**src/rtl/ddr2w_pkg.sv**
```systemverilog
// Shared definitions for the DDR2 write launcher.
// Assumes a double-rate model with two half-cycle slots per clock.
package ddr2w_pkg;
    // Data cycles per burst length: each clock carries two elements.
    localparam int BL4_CYC = 2;
    localparam int BL8_CYC = 4;

    // Output phase of the next cycle.
    typedef enum logic [1:0] {
        PH_IDLE = 2'd0,
        PH_PRE  = 2'd1,
        PH_DATA = 2'd2,
        PH_POST = 2'd3
    } phase_e;
endpackage

```
**src/rtl/ddr2w_wl_calc.sv**
```systemverilog
// Write latency calculator.
// Clamps the read-latency setting into [RL_MIN, RL_MAX] and subtracts one clock.
// Assumes RL_MIN >= 3, so that the result is never below 2.
module ddr2w_wl_calc #(
    parameter int RL_W   = 3,
    parameter int RL_MIN = 3,
    parameter int RL_MAX = 6
) (
    input  logic [RL_W-1:0] rl,
    output logic [RL_W-1:0] wl
);
    // Clamp, then apply the one-cycle offset.
    always_comb begin
        if (int'(rl) < RL_MIN)
            wl = RL_W'(RL_MIN - 1);
        else if (int'(rl) > RL_MAX)
            wl = RL_W'(RL_MAX - 1);
        else
            wl = rl - 1'b1;
    end
endmodule

```
**src/rtl/ddr2w_sched.sv**
```systemverilog
// Data-cycle scheduler.
// Keeps a bitmap of upcoming data cycles: bit j of the register marks the
// cycle j clocks after the current one. A command sets BL/2 bits, starting
// at offset WL-1 from the next cycle. Assumes WL >= 2, so a command never
// marks the cycle that immediately follows it. Overlapping commands simply
// merge their bits.
module ddr2w_sched
    import ddr2w_pkg::*;
#(
    parameter int SCH_W = 9,
    parameter int WL_W  = 3
) (
    input  logic            clk,
    input  logic            rst_n,
    input  logic            cmd_valid,
    input  logic            cmd_bl8,
    input  logic [WL_W-1:0] wl,
    output logic            data_now,
    output logic            data_next,
    output logic            pre_next
);
    logic [SCH_W-1:0] sched_q;
    logic [SCH_W-1:0] sched_d;
    logic [SCH_W-1:0] fill;

    // Bits to set for an accepted command.
    always_comb begin
        fill = '0;
        for (int j = 0; j < SCH_W; j++) begin
            if (cmd_valid && (j >= int'(wl) - 1) &&
                (j < int'(wl) - 1 + (cmd_bl8 ? BL8_CYC : BL4_CYC)))
                fill[j] = 1'b1;
        end
    end

    assign sched_d = (sched_q >> 1) | fill;

    // Advance the bitmap by one cycle.
    always_ff @(posedge clk) begin
        if (!rst_n)
            sched_q <= '0;
        else
            sched_q <= sched_d;
    end

    assign data_now  = sched_q[0];
    assign data_next = sched_q[1];
    assign pre_next  = sched_d[1] & ~sched_q[1];
endmodule

```
**src/rtl/ddr2w_out.sv**
```systemverilog
// Output stage.
// Registers the strobe, data, mask and enable for the next cycle from the
// scheduler's view of that cycle. Accepts a source beat exactly when the
// next cycle is a data cycle. Assumes a preamble and a postamble landing in
// the same cycle drive the same levels.
module ddr2w_out
    import ddr2w_pkg::*;
#(
    parameter int DQ_W  = 16,
    parameter int MSK_W = 2
) (
    input  logic               clk,
    input  logic               rst_n,
    input  logic               data_now,
    input  logic               data_next,
    input  logic               pre_next,
    input  logic               wd_valid,
    input  logic [2*DQ_W-1:0]  wd_data,
    input  logic [2*MSK_W-1:0] wd_mask,
    output logic [2*DQ_W-1:0]  dq_out,
    output logic [2*MSK_W-1:0] dm_out,
    output logic [1:0]         dqs_h,
    output logic               bus_oe,
    output logic               err
);
    phase_e phase_d;

    // Classify the next cycle.
    always_comb begin
        if (data_next)
            phase_d = PH_DATA;
        else if (pre_next)
            phase_d = PH_PRE;
        else if (data_now)
            phase_d = PH_POST;
        else
            phase_d = PH_IDLE;
    end

    // Register the strobe, enable and data lanes.
    always_ff @(posedge clk) begin
        if (!rst_n) begin
            dq_out <= '0;
            dm_out <= '1;
            dqs_h  <= 2'b00;
            bus_oe <= 1'b0;
        end else begin
            bus_oe <= (phase_d != PH_IDLE);
            dqs_h  <= (phase_d == PH_DATA) ? 2'b01 : 2'b00;
            if (phase_d == PH_DATA && wd_valid) begin
                dq_out <= wd_data;
                dm_out <= wd_mask;
            end else begin
                dq_out <= '0;
                dm_out <= '1;
            end
        end
    end

    // Sticky underflow flag.
    always_ff @(posedge clk) begin
        if (!rst_n)
            err <= 1'b0;
        else if (data_next && !wd_valid)
            err <= 1'b1;
    end
endmodule

```
**src/rtl/ddr2w_launcher.sv**
```systemverilog
// DDR2 write burst data launcher (top).
// Turns write commands into a double-rate strobe and data stream with
// preamble, postamble and seamless back-to-back bursts. Assumes that the
// source supplies two elements per beat and that commands arrive no closer
// than BL/2 cycles apart.
module ddr2w_launcher #(
    parameter  int DQ_W   = 16,
    parameter  int RL_W   = 3,
    parameter  int RL_MIN = 3,
    parameter  int RL_MAX = 6,
    localparam int MSK_W  = DQ_W / 8
) (
    input  logic               clk,
    input  logic               rst_n,
    input  logic               cmd_valid,
    input  logic               cmd_bl8,
    input  logic [RL_W-1:0]    cmd_rl,
    input  logic               wd_valid,
    output logic               wd_ready,
    input  logic [2*DQ_W-1:0]  wd_data,
    input  logic [2*MSK_W-1:0] wd_mask,
    output logic [2*DQ_W-1:0]  dq_out,
    output logic [2*MSK_W-1:0] dm_out,
    output logic [1:0]         dqs_h,
    output logic               bus_oe,
    output logic               err
);
    localparam int SCH_W = RL_MAX - 1 + ddr2w_pkg::BL8_CYC;

    logic [RL_W-1:0] wl;
    logic            data_now;
    logic            data_next;
    logic            pre_next;

    ddr2w_wl_calc #(.RL_W(RL_W), .RL_MIN(RL_MIN), .RL_MAX(RL_MAX)) wl_i (
        .rl (cmd_rl),
        .wl (wl)
    );

    ddr2w_sched #(.SCH_W(SCH_W), .WL_W(RL_W)) sched_i (
        .clk       (clk),
        .rst_n     (rst_n),
        .cmd_valid (cmd_valid),
        .cmd_bl8   (cmd_bl8),
        .wl        (wl),
        .data_now  (data_now),
        .data_next (data_next),
        .pre_next  (pre_next)
    );

    ddr2w_out #(.DQ_W(DQ_W), .MSK_W(MSK_W)) out_i (
        .clk       (clk),
        .rst_n     (rst_n),
        .data_now  (data_now),
        .data_next (data_next),
        .pre_next  (pre_next),
        .wd_valid  (wd_valid),
        .wd_data   (wd_data),
        .wd_mask   (wd_mask),
        .dq_out    (dq_out),
        .dm_out    (dm_out),
        .dqs_h     (dqs_h),
        .bus_oe    (bus_oe),
        .err       (err)
    );

    // A beat is taken when the coming cycle carries data.
    assign wd_ready = data_next;
endmodule

```
**config.mk**
```make
export PLATFORM = sky130hd
export DESIGN_NAME = ddr2w_launcher
export DESIGN_NICKNAME = d
export VERILOG_FILES = /design/src/rtl/ddr2w_pkg.sv /design/src/rtl/ddr2w_wl_calc.sv /design/src/rtl/ddr2w_sched.sv /design/src/rtl/ddr2w_out.sv /design/src/rtl/ddr2w_launcher.sv
export SDC_FILE = /design/constraint.sdc
export NUM_CORES = 1
export LEC_CHECK = 0
export ABC_AREA = 1
export BUFFER_PORTS_ARGS = -buffer_cell sky130_fd_sc_hd__buf_2
export CAP_MARGIN = 20
export CORE_ASPECT_RATIO = 0.9
export CORE_MARGIN = 2
export CORE_UTILIZATION = 35
export DETAILED_ROUTE_END_ITERATION = 16
export MAX_ROUTING_LAYER = met4
export PLACE_DENSITY = 0.67
export SETUP_SLACK_MARGIN = 0.2
export SYNTH_ARGS = -nofsm -noshare
export SYNTH_HDL_FRONTEND = slang
export SYNTH_HIERARCHICAL = 1
export SYNTH_SLANG_ARGS = --single-unit
```
**constraint.sdc**
```tcl
create_clock -name clk -period 3.5 [get_ports clk]
set_input_delay 0.175 -clock clk [delete_from_list [all_inputs] [get_ports clk]]
set_output_delay 0.175 -clock clk [all_outputs]
set_load 0.005 [all_outputs]
```
Word level (Yosys, flattened, before mapping)
Cells that the tools add are included.
Widths: inputs -> output; s select.
- add/sub/neg operators: 3
- $lt $le $gt $ge: 20
- equal/unequal tests: 1
- mux-type cells: 16
- bitwise logic cells: 3
- reduce and logical (&&, ||, !) cells: 23
- operator list (cell ; number):
    $lt 4x32->1 const A ; 4
    $lt 3x32->1 const A ; 2
    $lt 1x32->1 const A ; 1
    $lt 2x32->1 const A ; 1
    $lt 5x32->1 const A ; 1
    $logic_and 1x1->1 ; 20
    $ge 4x4->1 const A ; 4
    $mux 1 ; 10
    $mux 3 ; 3
    $or 8x9->9 ; 1
    $ge 3x4->1 const A ; 2
    $mux 2 ; 3
    $add 4x4->5 ; 1
    $ge 5x4->1 const A ; 1
    $ge 1x4->1 const A ; 1
    $ge 2x4->1 const A ; 1
    $sub 3x1->4 const B ; 1
    $gt 3x3->1 const B ; 1
    $lt 3x2->1 const B ; 1
    $sub 3x1->3 const B ; 1
    $eq 2x2->1 const B ; 1
    $reduce_and 2->1 ; 1
    $reduce_bool 2->1 ; 1
    $and 1x1->1 ; 1
    other kinds (2) ; 2
- flip-flop bits (word level): 49
- input bits: 44
- output and inout port bits: 41
- word-level logic and storage cells: 72

Longest topological paths before layout
Gate-level depths: netlist of run 1.
- depth in word-level cells: 15
- gate-level depth with buffers: 21
- mapped depth without buffers: 21

Modules after synthesis
Netlist of run 1, hierarchy kept.
- modules (own cells, without submodules) (module ; instances ; cells an instance ; area an instance (um^2) ; seq. area each (um^2)):
    ddr2w_out ; 1 ; 121 ; 1236.2 ; 780.7
    ddr2w_sched ; 1 ; 111 ; 716.9 ; 180.2
    ddr2w_wl_calc ; 1 ; 20 ; 97.6 ; 0.0

Worst setup path before layout of run 1
Ideal clock, no wire load.
- path kind: input to register
- from: input cmd_rl[0]
- to: register out_i.bus_oe
- setup time: 0.117 ns
- data arrival time: 2.785 ns
- required time: 3.383 ns
- slack: 0.598 ns
- stages: 19
- path buffers: 0
- cell sequence: inv_1 > ha_1 > inv_1 > nand3_1 > o21ai_0 > inv_1 > ha_1 > xor2_1 > ha_1 > a21oi_1 > or2_2 > ha_1 > nand3_1 > nor2_4 > nand4_1 > nand3_1 > a21oi_1 > nor2_1 > a21oi_1
- longest elaborated chain between the ends: 13
- elaborated cells on any way between the ends: 17
- those cells by class: add/sub: 3; order compare: 4; mux: 5; bitwise: 2; reduce/logical: 3
- RTL lines (element ; RTL line ; source):
    start: declaration ; ddr2w_launcher.sv:17 ; input logic [RL_W-1:0] cmd_rl,
    $sub 3x1->3 or $gt 3x3->1 (tied branches) ; ddr2w_wl_calc.sv:19, ddr2w_wl_calc.sv:16 ;
    $mux 3 ; ddr2w_wl_calc.sv:16 ; else if (int'(rl) > RL_MAX)
    $mux 3 * ; ddr2w_wl_calc.sv:14 ; if (int'(rl) < RL_MIN)
    net wl[0] ; ddr2w_launcher.sv:30 ; logic [RL_W-1:0] wl;
    $sub 3x1->4 * ; ddr2w_sched.sv:30, ddr2w_sched.sv:31 ;
    $add 4x4->5 or $ge 2x4->1 (tied branches) ; ddr2w_sched.sv:31, ddr2w_sched.sv:30 ;
    $lt 2x32->1 or $logic_and 1x1->1 (tied branches) ; ddr2w_sched.sv:31, ddr2w_sched.sv:30 ;
    $logic_and 1x1->1 * ; ddr2w_sched.sv:30 ; if (cmd_valid && (j >= int'(wl) - 1) &&
    $mux 1 * ; ddr2w_sched.sv:30 ;
    $or 8x9->9 * ; ddr2w_sched.sv:36 ; assign sched_d = (sched_q >> 1) | fill;
    $and 1x1->1 * ; ddr2w_sched.sv:48 ; assign pre_next = sched_d[1] & ~sched_q[1];
    net pre_next ; ddr2w_launcher.sv:33 ; logic pre_next;
    $mux 2 * ; ddr2w_out.sv:32 ; else if (pre_next)
    $mux 2 * ; ddr2w_out.sv:30 ; if (data_next)
    $reduce_bool 2->1 * ; ddr2w_out.sv:48 ; bus_oe <= (phase_d != PH_IDLE);
    end signal: assignment ; ddr2w_out.sv:48 ;
    end: declaration ; ddr2w_out.sv:23 ; output logic bus_oe,
Mark *: on every way through the listed nets, which the timed path passes. The rest lies on a longest branch.
A chain may end at the register's enable or synchronous reset.

Final worst setup path of run 1
- from: input cmd_rl[0]
- to: register sched_i.sched_q[5]
- longest elaborated chain between the ends: 9
- elaborated cells on any way between the ends: 13
- those cells by class: add/sub: 3; order compare: 4; mux: 3; bitwise: 1; reduce/logical: 2
- RTL lines (element ; RTL line ; source):
    $sub 3x1->3 or $gt 3x3->1 (tied branches) ; ddr2w_wl_calc.sv:19, ddr2w_wl_calc.sv:16 ;
    $mux 3 ; ddr2w_wl_calc.sv:16 ;
    $mux 3 * ; ddr2w_wl_calc.sv:14 ;
    net wl[0] ; ddr2w_launcher.sv:30 ;
    $sub 3x1->4 * ; ddr2w_sched.sv:30, ddr2w_sched.sv:31 ;
    $add 4x4->5 or $ge 4x4->1 (tied branches) ; ddr2w_sched.sv:31, ddr2w_sched.sv:30 ;
    $lt 4x32->1 or $logic_and 1x1->1 (tied branches) ; ddr2w_sched.sv:31, ddr2w_sched.sv:30 ;
    $logic_and 1x1->1 * ; ddr2w_sched.sv:30 ;
    $mux 1 * ; ddr2w_sched.sv:30 ;
    $or 8x9->9 * ; ddr2w_sched.sv:36 ;
    end signal: assignment ; ddr2w_sched.sv:43 ; sched_q <= sched_d;
    end: declaration ; ddr2w_sched.sv:22 ; logic [SCH_W-1:0] sched_q;
Marked as above.

==> metrics.yaml, run 1 <==
status: "finished clean"
p_per_area_nw_per_um2: 434.3
postCtsResizedCells: 0
syn_area_per_cell_um2: 8.138
syn2layout_area_growth_pct: 26.91
ant_nets: 0
rsz0062_at_grt: "false"
start_kind: "input pin"
drc: 0
grt_usage_pct: 13.43
dp_hpwl_mm: 3.241
path_cells: "buf_2, inv_1, ha_1, inv_1, nand3_1, o21ai_1, inv_1, ha_1, xor2_1, ha_1, a21oi_1, or2_2, ha_1, nand3_1, nor2_4, inv_1, nor2_1, nand3_1, nand2_1, a21oi_1"
slew_headroom_pct: 59.23
peakVddDrop_v: 0.0002555
drt_iter0_drc: 45
cp_slowest_cell: "ha_1"
setup_ws_ps: 531.3
hp-class: "in -> reg"
yosys_warnings: 6
synth_top_area_cell: "dfxtp_1"
place.gp.congestion: 0.9116
cp_num_buf_inv: 5
portBuffers: 83
insertion_delay_ps: 290
drv_cap: 0
coreArea_um2: 5660
crit_family: "adder cells"
clkTransAtPathRegs_ps: 80
drive_above_1_share_pct: 38.05
min_period_ps: 2969
yosysSeqAreaShare_pct: 46.86
ctsHoldBuffers: 0
n_antenna_cell: 0
num_rows: 26
place_inst: 401
post_cts_buffers: 0
final_nets: 392
clock_path_buffers: 2
cts.sinks: 48
die_h_um: 76.62
vias: 1688
fmax_mhz: 336.9
setup_violations: 0
utilization_pct: 45.98
grt_start_max_net_pins: 33
dp_slack_ps: 192.3
synth_top_area_share_pct: 46.86
dr.pass1.iters: 4
synth-seq-cells: 48
initial_core_util_pct: 36.23
ios: 85
endpoint_kind: "register"
fin_skew_ps: 4.375
tightest_slew_ps: 611.5
die_x_um: 84.69
cp_max_fo: 5
dieArea_um2: 6488
power_leakage_nw: 1.478
synth_cell_types: 26
yosys-top-cells-area: "dfxtp_1 47%, inv_1 12%, nor2_2 8.5%"
grt_pass1_wl_mm: 6.996
crit_arrival_ps: 3140
slew_viol_final: 0
overflow: 0
syn_inst: 252
post_drt_wl_per_cell_um: 9.924
cts_made_buffers: 5
stdcell_count: 409
root_buffer: "clkbuf_8"
critPathKind: "in -> reg"
antenna_found_initial: 0
grt_pass1_vias: 1596
n_fill_cell: 571
hold_violations: 0
fin_crit_sh_pct: 84.82
via_per_inst: 4.127
htree_levels: 2
postRouteWirelength_mm: 4.059
syn-num-nets: 306
tns_ps: 0
cts_tree: "built"
slowest_delay_ps: 310
worstPathRequired_ps: 3680
synthesis.area_um2: 2051
sequential cells by signal, indices dropped and copies added (netlist names):
register	flops
out_i/dqs_h	1
out_i/err	1
out_i/bus_oe	1
out_i/dm_out	4
out_i/dq_out	32
sched_i/sched_q	9
where the power goes:
part,internal (mW),leakage [nW],switching (mW),total [mW]
combinational,0.0880,1.04,0.136,0.224
sequential,0.573,0.390,0.00893,0.582
clock,0.161,0.0455,0.163,0.325
total,0.822,1.48,0.308,1.13
layout make-up:
class | count | area [um^2] | share of cell area [%]
sequential | 48 | 960.9 | 36.92
multi-input combinational | 132 | 793.3 | 30.48
timing repair buffer | 83 | 415.4 | 15.96
inverter | 68 | 255.2 | 9.808
clock buffer | 8 | 90.09 | 3.462
tap | 70 | 87.58 | 3.365
cell usage in the layout, fill, tap and decap left out, types with 5 or more instances in the layout:
| master | Yosys | layout |
|---|---|---|
| buf_2 | 0 | 83 |
| inv_1 | 66 | 66 |
| dfxtp_1 | 48 | 48 |
| nand2_1 | 29 | 29 |
| nor2_2 | 28 | 28 |
| nor2_1 | 13 | 13 |
| nand3_1 | 13 | 13 |
| a21oi_1 | 10 | 10 |
| ha_1 | 9 | 9 |
| clkbuf_8 | 0 | 6 |
| nand4_1 | 5 | 5 |
routing by layer:
metal	GRT usage [%]	routed length (um)	part of all wire, %	up-vias
met4	5.397	80	2.0	0
met1	16.26	1811	45	719
met5	-	0	0	-
met2	21.97	1969	49	46
met3	2.600	198	4.9	8
li1	-	-	-	915
path summary, 6_finish.rpt:
kind | endpoint | cells after the start | startpoint | slack (ps)
max | sched_i/sched_q[5] | 20 | cmd_rl[0] | 530
min | out_i/dm_out[3] | 2 | wd_mask[3] | 70
max reg2reg | out_i/dq_out[0] | 2 | sched_i/sched_q[1] | 2160
min reg2reg | sched_i/sched_q[7] | 2 | sched_i/sched_q[8] | 430
cells in the mapped netlist, drive strengths merged:
master / number
o211ai: 1
nand4: 5
conb: 1
inv: 68
nor2: 45
or2: 3
fa: 1
buf: 4
dfxtp: 48
nand3b: 4
a31oi: 1
ha: 9
nor4: 1
nor3: 1
nand3: 14
o21ai: 4
a21oi: 10
xor2: 1
nand2: 31
kinds of logic (layout without fill, tap and decap cells):
family / after synthesis / after routing / share of synthesized area (%)
and+or+nand+nor: 104 / 104 / 27.52
buffers and inverters: 72 / 159 / 14.46
DFF: 48 / 48 / 46.86
AOI/OAI and AO/OA: 16 / 16 / 4.088
adders and majority gates: 10 / 10 / 6.467
other: 1 / 1 / 0.1829
xor gates and xnor gates: 1 / 1 / 0.4272
worst register-to-register path: stages (launching register included):
cell and delay (ps):
dfxtp_1 490, nand3_4 500, nor2_2 280
per-stage QoR:
stage	total power, mW	hold WS, ps	area [um^2]
2_1_floorplan	0.7463	261.2	2051
3_3_place_gp	0.8169	365.4	2512
3_5_place_dp	0.8177	365.0	2512
4_1_cts	1.144	58.12	2603
5_1_grt	1.204	68.86	2603
6_report	1.130	67.67	2603
No activity file was read; power rests on OpenSTA's default activity.
==> run 2, diff against run 1 <==
--- a/config.mk
+++ b/config.mk
@@ -5,7 +5,7 @@
 export SDC_FILE = /design/constraint.sdc
 export NUM_CORES = 1
 export LEC_CHECK = 0
-export ABC_AREA = 1
+export ABC_AREA = 0
 export BUFFER_PORTS_ARGS = -buffer_cell sky130_fd_sc_hd__buf_2
 export CAP_MARGIN = 20
 export CORE_ASPECT_RATIO = 0.9
@@ -13,7 +13,7 @@
 export CORE_UTILIZATION = 35
 export DETAILED_ROUTE_END_ITERATION = 16
 export MAX_ROUTING_LAYER = met4
-export PLACE_DENSITY = 0.67
+export PLACE_DENSITY = 0.71
 export SETUP_SLACK_MARGIN = 0.2
 export SYNTH_ARGS = -nofsm -noshare
 export SYNTH_HDL_FRONTEND = slang
==> constraint.sdc (replaced) <==
create_clock -name clk -period 2.39 [get_ports clk]
set_input_delay 0.1195 -clock clk [delete_from_list [all_inputs] [get_ports clk]]
set_output_delay 0.1195 -clock clk [all_outputs]
set_load 0.005 [all_outputs]
==> run 2 against run 1 <==
Net effect: critical path type unchanged; final area is 12% higher; flip-flop and latch count did not move; largest power group unchanged; clock-buffer cell count fell by 3; final cell count decreased by 13%; the flow now finishes with violations (setup timing); area after synthesis down 11%; routed wire length rose by 7.8%; sequential power is 48% higher; global-route usage is 1.9 points higher; hold slack worse by 59 ps.
==> metrics.yaml, run 2 <==
layout_common_cells: "81 x buf_2, 48 x dfxtp_1, 33 x and2_1"
post_drt_wl_per_cell_um: 12.26  # +24%
worstPathRequired_ps: 2580  # -1100 ps
yosys_warnings: 6  # unchanged
place.gp.congestion: 0.8486  # -6.9%
cts_made_buffers: 5  # unchanged
num_rows: 24  # -7.7%
async_flop_share_pct: 0  # unchanged
ant_nets: 0  # unchanged
synthesis.area_um2: 1831  # -11%
synth_ff_type: "dfxtp_1"
synth-seq-cells: 48  # unchanged
grt_pass1_wl_mm: 6.679  # -4.5%
dpl_cell_area_um2: 2519  # +0.25%
ios: 85  # unchanged
vias: 1589  # -5.9%
syn-num-nets: 225  # -26%
syn_area_per_cell_um2: 10.70  # +32%
setup_violations: 10  # +10
synth_compound_area_share_pct: 11.35  # +7.3 points
synth_cell_types: 41  # +58%
synthXorXnorAreaFrac_pct: 0.9569  # +0.53 points
layout_commonest_cell: "buf_2"
synth.most_common_cell: "dfxtp_1"
clkTransAtPathRegs_ps: 100  # +20 ps
synth_common_cells: "48 x dfxtp_1, 34 x and2_1, 9 x ha_1, 9 x inv_1"
peakVddDrop_v: 0.0005308  # +110%
largest_reg_flops: 32  # unchanged
dp_hpwl_mm: 3.207  # -1.1%
top_regs: "out_i/dq_out: 32 flops, sched_i/sched_q: 9 flops, out_i/dm_out: 4 flops"
fin_crit_sh_pct: 110.1
antenna_found_initial: 0  # unchanged
die_x_um: 80.23  # -5.3%
fin_skew_ps: 13.28  # +8.907 ps
portBuffers: 83  # unchanged
endpoint_kind: "register"
initial_core_util_pct: 36.94  # +0.72 points
hold_ws_ps: 8.396  # -59.27 ps
grt_pass1_vias: 1532  # -4.0%
tns_ps: -1670  # -1670 ps
syn_inst: 171  # -32%
dr.pass1.iters: 4  # unchanged
dieArea_um2: 5825  # -10%
synthAdderAreaFrac_pct: 7.245  # +0.78 points
violations: "setup timing"
syn2layout_area_growth_pct: 59.54
cp_max_fo: 4  # -1
yosys-top-cells-area: "dfxtp_1 52%, and2_1 12%, ha_1 6.2%"
drt_iter0_drc: 48  # +6.7%
hold_violations: 0  # unchanged
grt_usage_pct: 15.35  # +1.9 points
n_fill_cell: 442  # -23%
via_per_inst: 4.451  # +7.8%
drive_above_1_share_pct: 48.97  # +11 points
postRouteWirelength_mm: 4.377  # +7.8%
p_per_area_nw_per_um2: 667.9  # +54%
drc: 0  # unchanged
min_period_ps: 2631
synth_top_family_by_area: "simple AND/OR/NAND/NOR gates"
clock_path_buffers: 2  # unchanged
coreArea_um2: 4955  # -12%
overflow: 0  # unchanged
power_leakage_nw: 1.389  # -6.1%
drv_cap: 0  # unchanged
synth_top_area_share_pct: 52.49  # +5.6 points
fmax_mhz: 380.1
cts.sinks: 48  # unchanged
root_buffer: "clkbuf_8"
synth_edf_count: 0  # unchanged
synth-simple-area-share_pct: 22.35  # -5.2 points
synth_top_area_cell: "dfxtp_1"
cts_tree: "built"
start_kind: "input pin"
critPathKind: "in -> reg"
slew_viol_final: 0  # unchanged
die_h_um: 72.61  # -5.2%
rsz0062_at_grt: "true"
yosysSeqAreaShare_pct: 52.49  # +5.6 points
stdcell_area_um2: 2920  # +12%
crit_arrival_ps: 2830  # -310 ps
n_antenna_cell: 0  # unchanged
setup_ws_ps: -240.8  # -772.2 ps
synthMuxAreaShare_pct: 0  # unchanged
htree_levels: 2  # unchanged
status: "complete, but fails checks"
insertion_delay_ps: 310  # +20 ps
final_nets: 345  # -12%
hp-class: "in -> reg"
grt_start_max_net_pins: 37  # +12%
top_register: "out_i/dq_out"
run 2: cell count changes after synthesis, moves of 5 or more:
cell,before,now
inv_1,66,9
and2_1,0,34
nor2_2,28,1
nand2_1,29,7
nand3_1,13,0
nor2_1,13,4
nand2b_1,0,7
a21oi_1,10,5
o21a_1,0,5
run 2: worst paths after layout:
kind         slack (ps)            endpoint  cells past startpoint                from
max                -240  sched_i/sched_q[4]                     18           cmd_rl[1]
min                   8    out_i/dq_out[20]                      2         wd_data[20]
max reg2reg        1240    out_i/dq_out[13]                      3  sched_i/sched_q[1]
min reg2reg         450  sched_i/sched_q[2]                      1  sched_i/sched_q[3]
run 2: final cells by class:
type | count | area, um^2 | area share (%)
inverter | 10 | 57.56 | 1.971
sequential | 48 | 960.9 | 32.90
clock buffer | 5 | 68.82 | 2.356
multi-input combinational | 106 | 945.9 | 32.39
timing repair buffer | 120 | 759.5 | 26.01
tap | 65 | 81.33 | 2.785
clock inverter | 3 | 46.29 | 1.585
run 2: through the flow:
step | cells | util [%] | power [mW] | setup slack [ps]
3_3_place_gp | 332 | 50.83 | 1.261 | -609.9
5_1_grt | 357 | 58.94 | 2.046 | -337.1
2_1_floorplan | 171 | - | 1.103 | -446.2
6_report | 357 | 58.94 | 1.950 | -240.8
3_5_place_dp | 332 | 50.83 | 1.269 | -698.0
4_1_cts | 354 | 57.80 | 1.934 | -226.6
run 2: cell families after synthesis:
family,Yosys count
fa+ha+maj,10
flops,48
compound gates,28
simple gates,65
other cells,1
buf+inv,17
xor+xnor,2
run 2: repair_timing:
item / 4_1_cts / 5_1_grt
hold buffers: 11 / 1
pin swaps: 9 / 6
resized for setup: 20 / 7
setup endpoints to repair: 10 / 10
buffers inserted: 3 / 2
endpoints found under the hold margin: 11 / 1
run 2: per-layer routing:
metal | share of wire (%) | global-route usage, % | vias up
met5 | 0 | - | -
met4 | 1.6 | 6.403 | 0
met3 | 5.1 | 3.960 | 8
met2 | 52 | 26.67 | 47
met1 | 41 | 16.69 | 722
li1 | - | - | 812
run 2: critical path, cell delays in order:
cell and delay (ps):
buf_12 100, inv_12 30, ha_4 250, nand2_4 60
a21oi_4 60, a21oi_4 130, inv_2 60, ha_4 170
xor2_4 160, ha_4 270, a21o_1 120, nand2_1 60
ha_2 170, or3_4 400, buf_4 150, nor2_4 130
nand4_1 110, a32o_1 270
run 2: report_power, final:
group          total, mW  internal [mW]  switching, mW  leakage, nW
sequential         0.859          0.843         0.0158        0.390
combinational      0.499          0.273          0.225        0.944
clock              0.593          0.315          0.278       0.0548
==> run 3, diff against run 2 <==
--- a/config.mk
+++ b/config.mk
@@ -5,7 +5,7 @@
 export SDC_FILE = /design/constraint.sdc
 export NUM_CORES = 1
 export LEC_CHECK = 0
-export ABC_AREA = 0
+export ABC_AREA = 1
 export BUFFER_PORTS_ARGS = -buffer_cell sky130_fd_sc_hd__buf_2
 export CAP_MARGIN = 20
 export CORE_ASPECT_RATIO = 0.9
@@ -13,7 +13,7 @@
 export CORE_UTILIZATION = 35
 export DETAILED_ROUTE_END_ITERATION = 16
 export MAX_ROUTING_LAYER = met4
-export PLACE_DENSITY = 0.71
+export PLACE_DENSITY = 0.7
 export SETUP_SLACK_MARGIN = 0.2
 export SYNTH_ARGS = -nofsm -noshare
 export SYNTH_HDL_FRONTEND = slang
==> run 3 against run 2 <==
Net effect: the flow now finishes without violations; first-iteration DRC count rose by 15%; fmax rose by 16%; critical path depth rose by 2; clock power rose by 11%; final cell count rose by 20%; setup slack improved by 370 ps; combinational power rose by 2%; routed wire length rose by 1.3%; highest routed layer unchanged; critical path type unchanged; via count rose by 13%; hold slack improved by 5.2 ps; flip-flop and latch count did not move; utilization fell by 4.7 points.
==> metrics.yaml, run 3 (same netlist as run 1, synthesis figures left out) <==
htree_levels: 2  # unchanged
clock_path_buffers: 2  # unchanged
worstRegToRegCells: 2  # -1
hold_violations: 0  # unchanged
grt_start_max_net_pins: 33  # -11%
status: "finished clean"
r2r-end: "out_i/dq_out[6]"
hp-class: "in -> reg"
ios: 85  # unchanged
cp_slowest_cell: "ha_4"
slowest_delay_ps: 280  # -120 ps
grt_pass1_wl_mm: 7.465  # +12%
slew_headroom_pct: 59.93
path_cells: "buf_12, inv_12, ha_4, inv_2, nand3_2, o21ai_2, inv_2, ha_4, xor2_4, ha_4, a21oi_2, or2_4, ha_4, nand2_1, nor2_1, nand3_2, nand2_2, nor2_1, nand2_2, a21oi_2"
dp_slack_ps: -342.3  # +355.6 ps
overflow: 0  # unchanged
power_leakage_nw: 1.629  # +17%
portBuffers: 83  # unchanged
layout_commonest_cell: "buf_2"
dp_hpwl_mm: 3.340  # +4.2%
die_h_um: 76.62  # +5.5%
root_buffer: "clkbuf_8"
drv_cap: 0  # unchanged
cts_tree: "built"
coreArea_um2: 5660  # +14%
hold_ws_ps: 13.61  # +5.215 ps
fin_crit_sh_pct: 94.53  # -16 points
num_rows: 26  # +8.3%
ff_latch_area_um2: 960.9  # unchanged
r2r_slack_ps: 1090  # -150 ps
layout_common_cells: "81 x buf_2, 57 x inv_1, 48 x dfxtp_1"
cp-startpoint: "cmd_rl[0]"
place.gp.congestion: 0.8897  # +4.8%
setup_violations: 0  # -10
grt_usage_pct: 14.14  # -1.2 points
postRouteWirelength_mm: 4.432  # +1.3%
grt_pass1_vias: 1737  # +13%
fin_skew_ps: 8.532  # -4.750 ps
n_fill_cell: 539  # +22%
drive_above_1_share_pct: 52.78  # +3.8 points
drc: 0  # unchanged
vias: 1801  # +13%
dieArea_um2: 6488  # +11%
utilization_pct: 54.29  # -4.7 points
cp_max_fo: 3  # -1
via_per_inst: 4.188  # -5.9%
rsz0062_at_grt: "true"
crit_path_frequent_cell: "ha_4"
final_nets: 414  # +20%
top_regs: "out_i/dq_out: 32 flops, sched_i/sched_q: 9 flops, out_i/dm_out: 4 flops"
start_kind: "input pin"
crit_path_end: "sched_i/sched_q[5]"
reg2reg_from: "sched_i/sched_q[1]"
clkTransAtPathRegs_ps: 80  # -20 ps
finalPower_mw: 2.023  # +3.7%
fmax_mhz: 442.6  # +16%
post_drt_wl_per_cell_um: 10.31  # -16%
tightest_slew_ps: 601.1
drt_iter0_drc: 55  # +15%
syn2layout_area_growth_pct: 49.85
crit_family: "adder cells"
ant_nets: 0  # unchanged
largest_reg_flops: 32  # unchanged
insertion_delay_ps: 290  # -20 ps
cts.sinks: 48  # unchanged
n_antenna_cell: 0  # unchanged
multi_input_area_um2: 1020  # +7.8%
ctsHoldBuffers: 0  # -11
min_period_ps: 2259  # -371.5 ps
initial_core_util_pct: 36.23  # -0.72 points
critPathKind: "in -> reg"
antenna_found_initial: 0  # unchanged
cts_made_buffers: 5  # unchanged
slew_viol_final: 0  # unchanged
top_register: "out_i/dq_out"
cp_num_buf_inv: 4  # unchanged
worstPathRequired_ps: 2560  # -20 ps
crit_arrival_ps: 2430  # -400 ps
die_x_um: 84.69  # +5.6%
setup_ws_ps: 130.6  # +371.5 ps
cp.depth: 20  # +2
dr.pass1.iters: 4  # unchanged
endpoint_kind: "register"
peakVddDrop_v: 0.0004057  # -24%
p_per_area_nw_per_um2: 658.5  # -1.4%
-- run 3: cell types whose count changed in the layout (fill, tap and decap cells not counted), sizes merged, moves of 5 or more --
cell	before	now
a21oi	5	10
and2	34	0
dlygate4sd3	12	0
inv	11	68
nand2	7	31
nand2b	7	0
nand3	0	14
nor2	5	45
o21a	5	0
-- run 3: timing repair --
action	4_1_cts	5_1_grt
resized for setup	16	18
pin swaps	20	4
endpoints found under the setup margin	10	10
setup buffers	2	2
-- run 3: final cells by class --
class,count,area share [%]
clock buffer,5,2.239
clock inverter,2,1.954
inverter,68,8.795
multi-input combinational,132,33.18
sequential,48,31.27
tap,70,2.850
timing repair buffer,105,19.71
-- run 3: metrics by stage --
step,instance area (um^2),cells,setup TNS [ps]
finish,3073,430,0
detailed placement,2771,419,-2729
global placement,2771,419,-2155
floorplan,2175,252,-282.9
global route,3073,430,-5.462
CTS,2990,428,0
-- run 3: worst register-to-register path, stage by stage (launching register included) --
cell and delay [ps]:
dfxtp_1 490, nand3_4 490, nor2_2 240
-- run 3: layer usage --
| layer | track usage [%] | up-vias | share of wire (%) |
|---|---|---|---|
| li1 | - | 958 | - |
| met1 | 16.91 | 782 | 43 |
| met2 | 24.17 | 55 | 50 |
| met3 | 2.925 | 6 | 5.7 |
| met4 | 3.810 | 0 | 1.2 |
| met5 | - | - | 0 |
-- run 3: power breakdown --
part           internal, mW  switching [mW]  total, mW  leakage, nW
Clock                 0.412           0.249      0.660       0.0642
Combinational         0.239           0.271      0.510         1.17
Sequential            0.839          0.0138      0.853        0.390
Total                  1.49           0.534       2.02         1.63
-- run 3: worst min-delay path by stage --
stage,from,to,slack [ps],cells after the start
2_1_floorplan,wd_valid,out_i/dm_out[0],210,1
6_report,wd_mask[2],out_i/dm_out[2],10,2
3_3_place_gp,wd_mask[0],out_i/dm_out[0],310,2
5_1_grt,wd_mask[2],out_i/dm_out[2],9,2
4_1_cts,wd_mask[2],out_i/dm_out[2],2,2
3_5_place_dp,wd_mask[2],out_i/dm_out[2],310,2
